File: src/rtl/dram_emu_pkg.sv
package dram_emu_pkg;

    typedef enum logic [1:0] {
        CYC_IDLE     = 2'd0,
        CYC_READ     = 2'd1,
        CYC_EARLY_WR = 2'd2,
        CYC_READ_WR  = 2'd3
    } cyc_mode_e;

endpackage

File: src/rtl/dram_strobe_sampler.sv
module dram_strobe_sampler #(
    parameter int N = 3
) (
    input  logic         clk,
    input  logic         rst_n,
    input  logic [N-1:0] lvl,
    output logic [N-1:0] prev
);

    logic [N-1:0] prev_d, prev_q;

    for (genvar g = 0; g < N; g++) begin : g_bit
        always_comb prev_d[g] = lvl[g];
    end

    always_ff @(posedge clk) begin
        if (!rst_n) prev_q <= '1;
        else        prev_q <= prev_d;
    end

    assign prev = prev_q;

endmodule

File: src/rtl/dram_cell_array.sv
module dram_cell_array #(
    parameter int IDX_W = 10
) (
    input  logic             clk,
    input  logic             wr_en,
    input  logic [IDX_W-1:0] wr_idx,
    input  logic             wr_bit,
    input  logic [IDX_W-1:0] rd_idx,
    output logic             rd_bit
);

    localparam int DEPTH = 1 << IDX_W;

    logic [DEPTH-1:0] cells_q;

    always_ff @(posedge clk) begin
        if (wr_en) cells_q[wr_idx] <= wr_bit;
    end

    assign rd_bit = cells_q[rd_idx];

endmodule

File: src/rtl/dram_refresh_tracker.sv
module dram_refresh_tracker #(
    parameter int ROW_IDX_W = 5,
    parameter int LIMIT     = 4000
) (
    input  logic                 clk,
    input  logic                 rst_n,
    input  logic                 refresh_pulse,
    input  logic [ROW_IDX_W-1:0] refresh_row,
    output logic                 overdue
);

    localparam int ROWS  = 1 << ROW_IDX_W;
    localparam int CNT_W = $clog2(LIMIT + 1);

    logic [ROWS-1:0] late;

    for (genvar g = 0; g < ROWS; g++) begin : g_row
        logic [CNT_W-1:0] age_d, age_q;

        always_comb begin
            if (refresh_pulse && refresh_row == ROW_IDX_W'(g))
                age_d = '0;
            else if (age_q == CNT_W'(LIMIT))
                age_d = age_q;
            else
                age_d = age_q + 1'b1;
        end

        always_ff @(posedge clk) begin
            if (!rst_n) age_q <= '0;
            else        age_q <= age_d;
        end

        assign late[g] = (age_q == CNT_W'(LIMIT));
    end

    assign overdue = |late;

endmodule

File: src/rtl/dram_emu.sv
module dram_emu
    import dram_emu_pkg::*;
#(
    parameter int ADDR_W        = 5,
    parameter int ACCESS_DLY    = 3,
    parameter int REFRESH_LIMIT = 4000
) (
    input  logic              clk,
    input  logic              rst_n,
    input  logic [ADDR_W-1:0] addr,
    input  logic              ras_n,
    input  logic              cas_n,
    input  logic              w_n,
    input  logic              d,
    output logic              q,
    output logic              q_oe,
    output logic              refresh_err
);

    localparam int CELL_W = 2 * ADDR_W;
    localparam int DLY_W  = $clog2(ACCESS_DLY + 1) + 1;

    typedef struct packed {
        logic              ras_active;
        logic              cas_seen;
        logic [ADDR_W-1:0] row;
        logic [ADDR_W-1:0] col;
        cyc_mode_e         mode;
        logic [DLY_W-1:0]  dly;
        logic              q;
        logic              oe;
    } state_t;

    state_t st_d, st_q;

    logic [2:0]        strobe_prev;
    logic              ras_fall, ras_rise, cas_fall, cas_rise, w_fall;
    logic              wr_en, wr_bit, rd_bit;
    logic [CELL_W-1:0] wr_idx, rd_idx;
    logic              refresh_pulse;

    dram_strobe_sampler #(.N(3)) u_sampler (
        .clk   (clk),
        .rst_n (rst_n),
        .lvl   ({w_n, cas_n, ras_n}),
        .prev  (strobe_prev)
    );

    assign ras_fall = strobe_prev[0] & ~ras_n;
    assign ras_rise = ~strobe_prev[0] & ras_n;
    assign cas_fall = strobe_prev[1] & ~cas_n;
    assign cas_rise = ~strobe_prev[1] & cas_n;
    assign w_fall   = strobe_prev[2] & ~w_n;

    assign rd_idx = {st_q.row, st_q.col};

    always_comb begin
        st_d          = st_q;
        wr_en         = 1'b0;
        wr_idx        = rd_idx;
        wr_bit        = d;
        refresh_pulse = 1'b0;

        // row latch
        if (ras_fall) begin
            st_d.ras_active = 1'b1;
            st_d.cas_seen   = 1'b0;
            st_d.row        = addr;
        end

        // column latch and cycle-type decision
        if (cas_fall && st_q.ras_active && !ras_n) begin
            st_d.cas_seen = 1'b1;
            st_d.col      = addr;
            if (!w_n) begin
                st_d.mode = CYC_EARLY_WR;
                wr_en     = 1'b1;
                wr_idx    = {st_q.row, addr};
            end else begin
                st_d.mode = CYC_READ;
                st_d.dly  = DLY_W'(ACCESS_DLY);
            end
        end

        // late write inside a read cycle
        if (st_q.mode == CYC_READ && w_fall) begin
            st_d.mode = CYC_READ_WR;
            wr_en     = 1'b1;
            wr_idx    = rd_idx;
        end

        // access delay countdown
        if ((st_q.mode == CYC_READ || st_q.mode == CYC_READ_WR) && st_q.dly != '0) begin
            if (st_q.dly == DLY_W'(1)) begin
                st_d.oe  = 1'b1;
                st_d.q   = rd_bit;
                st_d.dly = '0;
            end else begin
                st_d.dly = st_q.dly - 1'b1;
            end
        end

        // row release: refresh when no column was taken
        if (ras_rise && st_q.ras_active) begin
            refresh_pulse   = ~st_q.cas_seen;
            st_d.ras_active = 1'b0;
        end

        // column release ends the data phase
        if (cas_rise) begin
            st_d.mode = CYC_IDLE;
            st_d.dly  = '0;
            st_d.oe   = 1'b0;
            st_d.q    = 1'b0;
        end
    end

    always_ff @(posedge clk) begin
        if (!rst_n) begin
            st_q <= '{ras_active: 1'b0, cas_seen: 1'b0, row: '0, col: '0,
                      mode: CYC_IDLE, dly: '0, q: 1'b0, oe: 1'b0};
        end else begin
            st_q <= st_d;
        end
    end

    dram_cell_array #(.IDX_W(CELL_W)) u_array (
        .clk    (clk),
        .wr_en  (wr_en),
        .wr_idx (wr_idx),
        .wr_bit (wr_bit),
        .rd_idx (rd_idx),
        .rd_bit (rd_bit)
    );

    dram_refresh_tracker #(
        .ROW_IDX_W (ADDR_W),
        .LIMIT     (REFRESH_LIMIT)
    ) u_refresh (
        .clk           (clk),
        .rst_n         (rst_n),
        .refresh_pulse (refresh_pulse),
        .refresh_row   (st_q.row),
        .overdue       (refresh_err)
    );

    assign q    = st_q.q;
    assign q_oe = st_q.oe;

endmodule

File: config.mk
export PLATFORM = sky130hd
export DESIGN_NAME = dram_emu
export DESIGN_NICKNAME = d
export VERILOG_FILES = /design/src/rtl/dram_emu_pkg.sv /design/src/rtl/dram_strobe_sampler.sv /design/src/rtl/dram_cell_array.sv /design/src/rtl/dram_refresh_tracker.sv /design/src/rtl/dram_emu.sv
export SDC_FILE = /design/constraint.sdc
export NUM_CORES = 2
export LEC_CHECK = 0
export ABC_AREA = 1
export CAP_MARGIN = 20
export CELL_PAD_IN_SITES_DETAIL_PLACEMENT = 0
export CELL_PAD_IN_SITES_GLOBAL_PLACEMENT = 2
export CORE_MARGIN = 2
export CORE_UTILIZATION = 41
export CTS_CLUSTER_DIAMETER = 60
export CTS_CLUSTER_SIZE = 28
export DETAILED_ROUTE_END_ITERATION = 12
export PLACE_DENSITY = 0.87
export RECOVER_POWER = 100
export SYNTH_ARGS = -nofsm -noshare
export SYNTH_HDL_FRONTEND = slang
export SYNTH_SLANG_ARGS = --single-unit
export TNS_END_PERCENT = 50
File: constraint.sdc
create_clock -name clk -period 3.44 [get_ports clk]
set_input_delay 0.688 -clock clk [delete_from_list [all_inputs] [get_ports clk]]
set_output_delay 0.688 -clock clk [all_outputs]
set_load 0.1 [all_outputs]
==> summary.md <==
| Metric | Value |
|---|---|
| Area Growth Syn to Fin | `13.0%` |
| Synthesized cell area | `66000 sq um` |
| # setup viols final | `roughly 430` |
| Port bufs | `13` |
| Hpwl dp | `between 100000 and 150000 um` |
| Nets | `roughly 7500` |
| R2R depth | `29` |
| Hold Violations, Final | `0` |
| Cell Area, Placed | `between 60000 and 70000 sq um` |
| Routed len/inst | `19.0 um` |
| Die height | `405 um` |
| Total wire length | `approximately 180000 um` |
| Crit Path Category | `register to register` |
| Syn nets | `about 7600` |
| Clock Skew | `35.0 ps` |
| Hold WS | `458 ps` |
| Largest net degree at the start of global routing | `176` |
| Status | `complete, but fails checks` |
| Number of global-route vias before repair | `just under 50000` |
| Reg2reg end | `u_refresh.g_row[11].age_q[1]` |
| Average footprint of a synthesized cell | `a little under 9 sq um` |
| Cells after synthesis | `7494` |
| Cell variety after synth | `50` |
| Worst Path Required | `a little over 4000 ps` |
| DR vias | `between 50000 and 60000` |
| Share of layout cells above drive strength 1 | `0.0828` |
| Slew HR | `-0.679` |
| Worst hold path class | `register to register` |
| First-pass GRT wire length | `roughly 280000 um` |
| PwrDens | `a little under 500 nW/um^2` |
| Detailed Route Iter0 Violations | `between 4000 and 5000` |
| Slew Viols, Final | `84` |
| Final WS setup | `-186 ps` |
| Core box area | `~160000 sq um` |
| CP max stage delay | `approximately 330 ps` |
| Final instance area | `between 70000 and 80000 sq um` |
| Ys Warns | `0` |
| TritonCTS clock tree | `done` |
| DRC violation count after routing | `0` |
| Asr flop ratio synth | `0` |
| CTS Root Cell | `clkbuf_16` |
| Num ports | `14` |
| Clock-pin transition on the worst setup and hold timing paths | `roughly 80 ps` |
| CTS buffer count | `132` |
| Crit-path most repeated cell | `buf_4` |
| Slew @ Worst Pin | `between 2000 and 3000 ps` |
| Failing checks | `max-capacitance violations, max-slew violations, negative setup slack` |
| Ys flop type | `edfxtp_1` |
| CP endpoint kind | `register` |
| CP Launch Type | `register` |
| Register-to-register setup slack | `-190 ps` |
| Detailed Routing Iterations Pass 1 | `6` |
| #FFs+latches synth | `1430` |
| FMAX | `276 MHz` |
| Die area | `~160000 sq um` |
| Worst path slowest cell | `dfxtp_2` |
| WP data arrival | `around 4300 ps` |
| DR vias/cell | `about 5.2` |
| Crit share post-route | `1.05` |
| Initial Util | `0.412` |
| Clock Sinks | `1430` |
| Aggregate global-route resource usage | `0.223` |
| Fin crit period | `~3600 ps` |
| Critical Path Start | `u_refresh.g_row[11].age_q[1]` |
| Worst IR Drop VDD | `between 400 and 500 uV` |
| Lkg Pwr | `between 20 and 30 nW` |
| Clk Latency, worst-skew pair | `roughly 800 ps` |
| Row count | `approximately 150` |
| Post-CTS Hold Buffers | `0` |
| Antenna fix cells | `0` |
| Post-synth EDFFs | `1024` |
| Sequential fraction of the synthesis area | `0.589` |
| # H-tree levels | `4` |
| Chip width | `roughly 410 um` |
| Max_cap viols | `3` |
| R2r startpoint | `u_refresh.g_row[11].age_q[1]` |
| Peak fanout along the critical path | `2` |
| CP Capture Point | `u_refresh.g_row[11].age_q[1]` |
| Clock buffer depth | `3` |
| RSZ-0062 raised after global routing | `true` |
| GRT overflow | `0` |
| Antenna violations before repair | `7` |
| Remaining antenna violation count | `0` |
| Global placer's final weighted congestion | `slightly above 0.8` |
## critical path: cells and delay by family, from the launching register on
kind | cells | cell delay, ps
adder cells (fa/ha/maj) | 1 | 130
buffers and inverters | 24 | 2680
flip-flops | 1 | 330
AND/OR/NAND/NOR | 4 | 360
## worst min-delay path by stage
stage	from	to	slack, ps	depth (start not counted)
floorplan	u_refresh.g_row[0].age_q[11]	u_refresh.g_row[0].age_q[11]	440	2
global placement	u_refresh.g_row[31].age_q[11]	u_refresh.g_row[31].age_q[11]	450	2
detailed placement	u_refresh.g_row[13].age_q[11]	u_refresh.g_row[13].age_q[11]	450	2
CTS	d	u_array.cells_q[231]	320	1
global route	u_refresh.g_row[13].age_q[11]	u_refresh.g_row[13].age_q[11]	480	2
finish	u_refresh.g_row[31].age_q[11]	u_refresh.g_row[31].age_q[11]	460	2
## final cells by class
class / instances / area [sq um]
multi-input cells: 5149 / 23400
clock inverters: 86 / 1040
repair buffers: 280 / 3110
clock buffers: 153 / 3620
well taps: 2160 / 2700
fillers: 15400 / 85600
inverters: 463 / 1760
flip-flops and latches: 1430 / 38900
## repair_timing
action | in CTS | in global routing
buffers inserted | 34 | 4
cloned | 0 | 0
resized for setup | 24 | 20
hold endpoints to repair | 0 | 0
pin swaps | 8 | 5
setup endpoints to repair | 1 | 3
## flip-flops by register name (all words and copies together) (netlist names)
signal / flops
u_array.cells_q: 1024
rd_idx: 10
u_refresh.g_row.age_q: 384
st_q: 7
q_oe: 1
q: 1
u_sampler.prev: 3
## layout by cell type (no fill, tap or decap), drive strengths merged, types with 5 or more instances in the layout
cell type         n
nor4             44
nor3             93
o21ai           204
ha               67
a31oi             7
o31ai            15
o21a             23
or2              61
clkinvlp         11
nand4           102
clkdlybuf4s50     8
o211ai           10
inv             496
clkinv           31
and3              8
edfxtp         1024
nand3b            5
or3              12
nand2          1807
nand3           875
xor2             23
nor2           1375
dfxtp           406
bufinv           11
and2              8
nor3b            18
o21bai           15
a211oi           16
clkbuf          188
buf             236
a21oi           352
## report_power, final
part	leakage, nW	switching [mW]	internal (mW)
clock network	2.26	7.17	8.67
logic	10.4	1.44	0.545
registers	12.5	0.0897	18.5
total	25.2	8.69	27.7
## kinds of logic (layout without fill, tap and decap cells)
group / after synthesis / after routing / share of synthesized area
compound gates: 644 / 644 / 0.0526
simple gates: 4412 / 4412 / 0.284
fa+ha+maj: 67 / 67 / 0.0127
flops: 1430 / 1430 / 0.589
xor+xnor: 26 / 26 / 0.00345
buf+inv: 915 / 982 / 0.0579
## Yosys cell counts (67+ instances only)
cell type     n  share of area
a21oi_1     352          0.027
nand3_1     873          0.066
nor2_1     1363          0.078
nor3_1       93         0.0071
edfxtp_1   1024           0.47
clkbuf_1    263          0.015
nand4_1      80         0.0076
ha_1         67          0.013
o21ai_0     198          0.015
nand2_1    1807           0.10
inv_1       453          0.026
buf_2        88         0.0067
dfxtp_1     406           0.12
## stage by stage
step | cells | setup slack [ps] | total power, mW | TNS [ps] | utilization
5_1_grt | 9721 | -403 | 37.7 | -65360 | 0.466
3_5_place_dp | 9444 | -60.0 | 21.0 | -1550 | 0.436
3_3_place_gp | 9444 | -2.76 | 21.0 | -2.76 | 0.436
4_1_cts | 9717 | -297 | 36.9 | -681 | 0.468
2_1_floorplan | 7494 | 563 | 20.0 | 0 | -
6_report | 9721 | -186 | 36.4 | -16840 | 0.466
## routing by layer
metal,global-route usage,wire length (um)
met1,0.298,80600
met5,0,46
met2,0.367,85700
met4,0.0690,5330
met3,0.0411,12900
No activity file was read; power rests on OpenSTA's default activity.
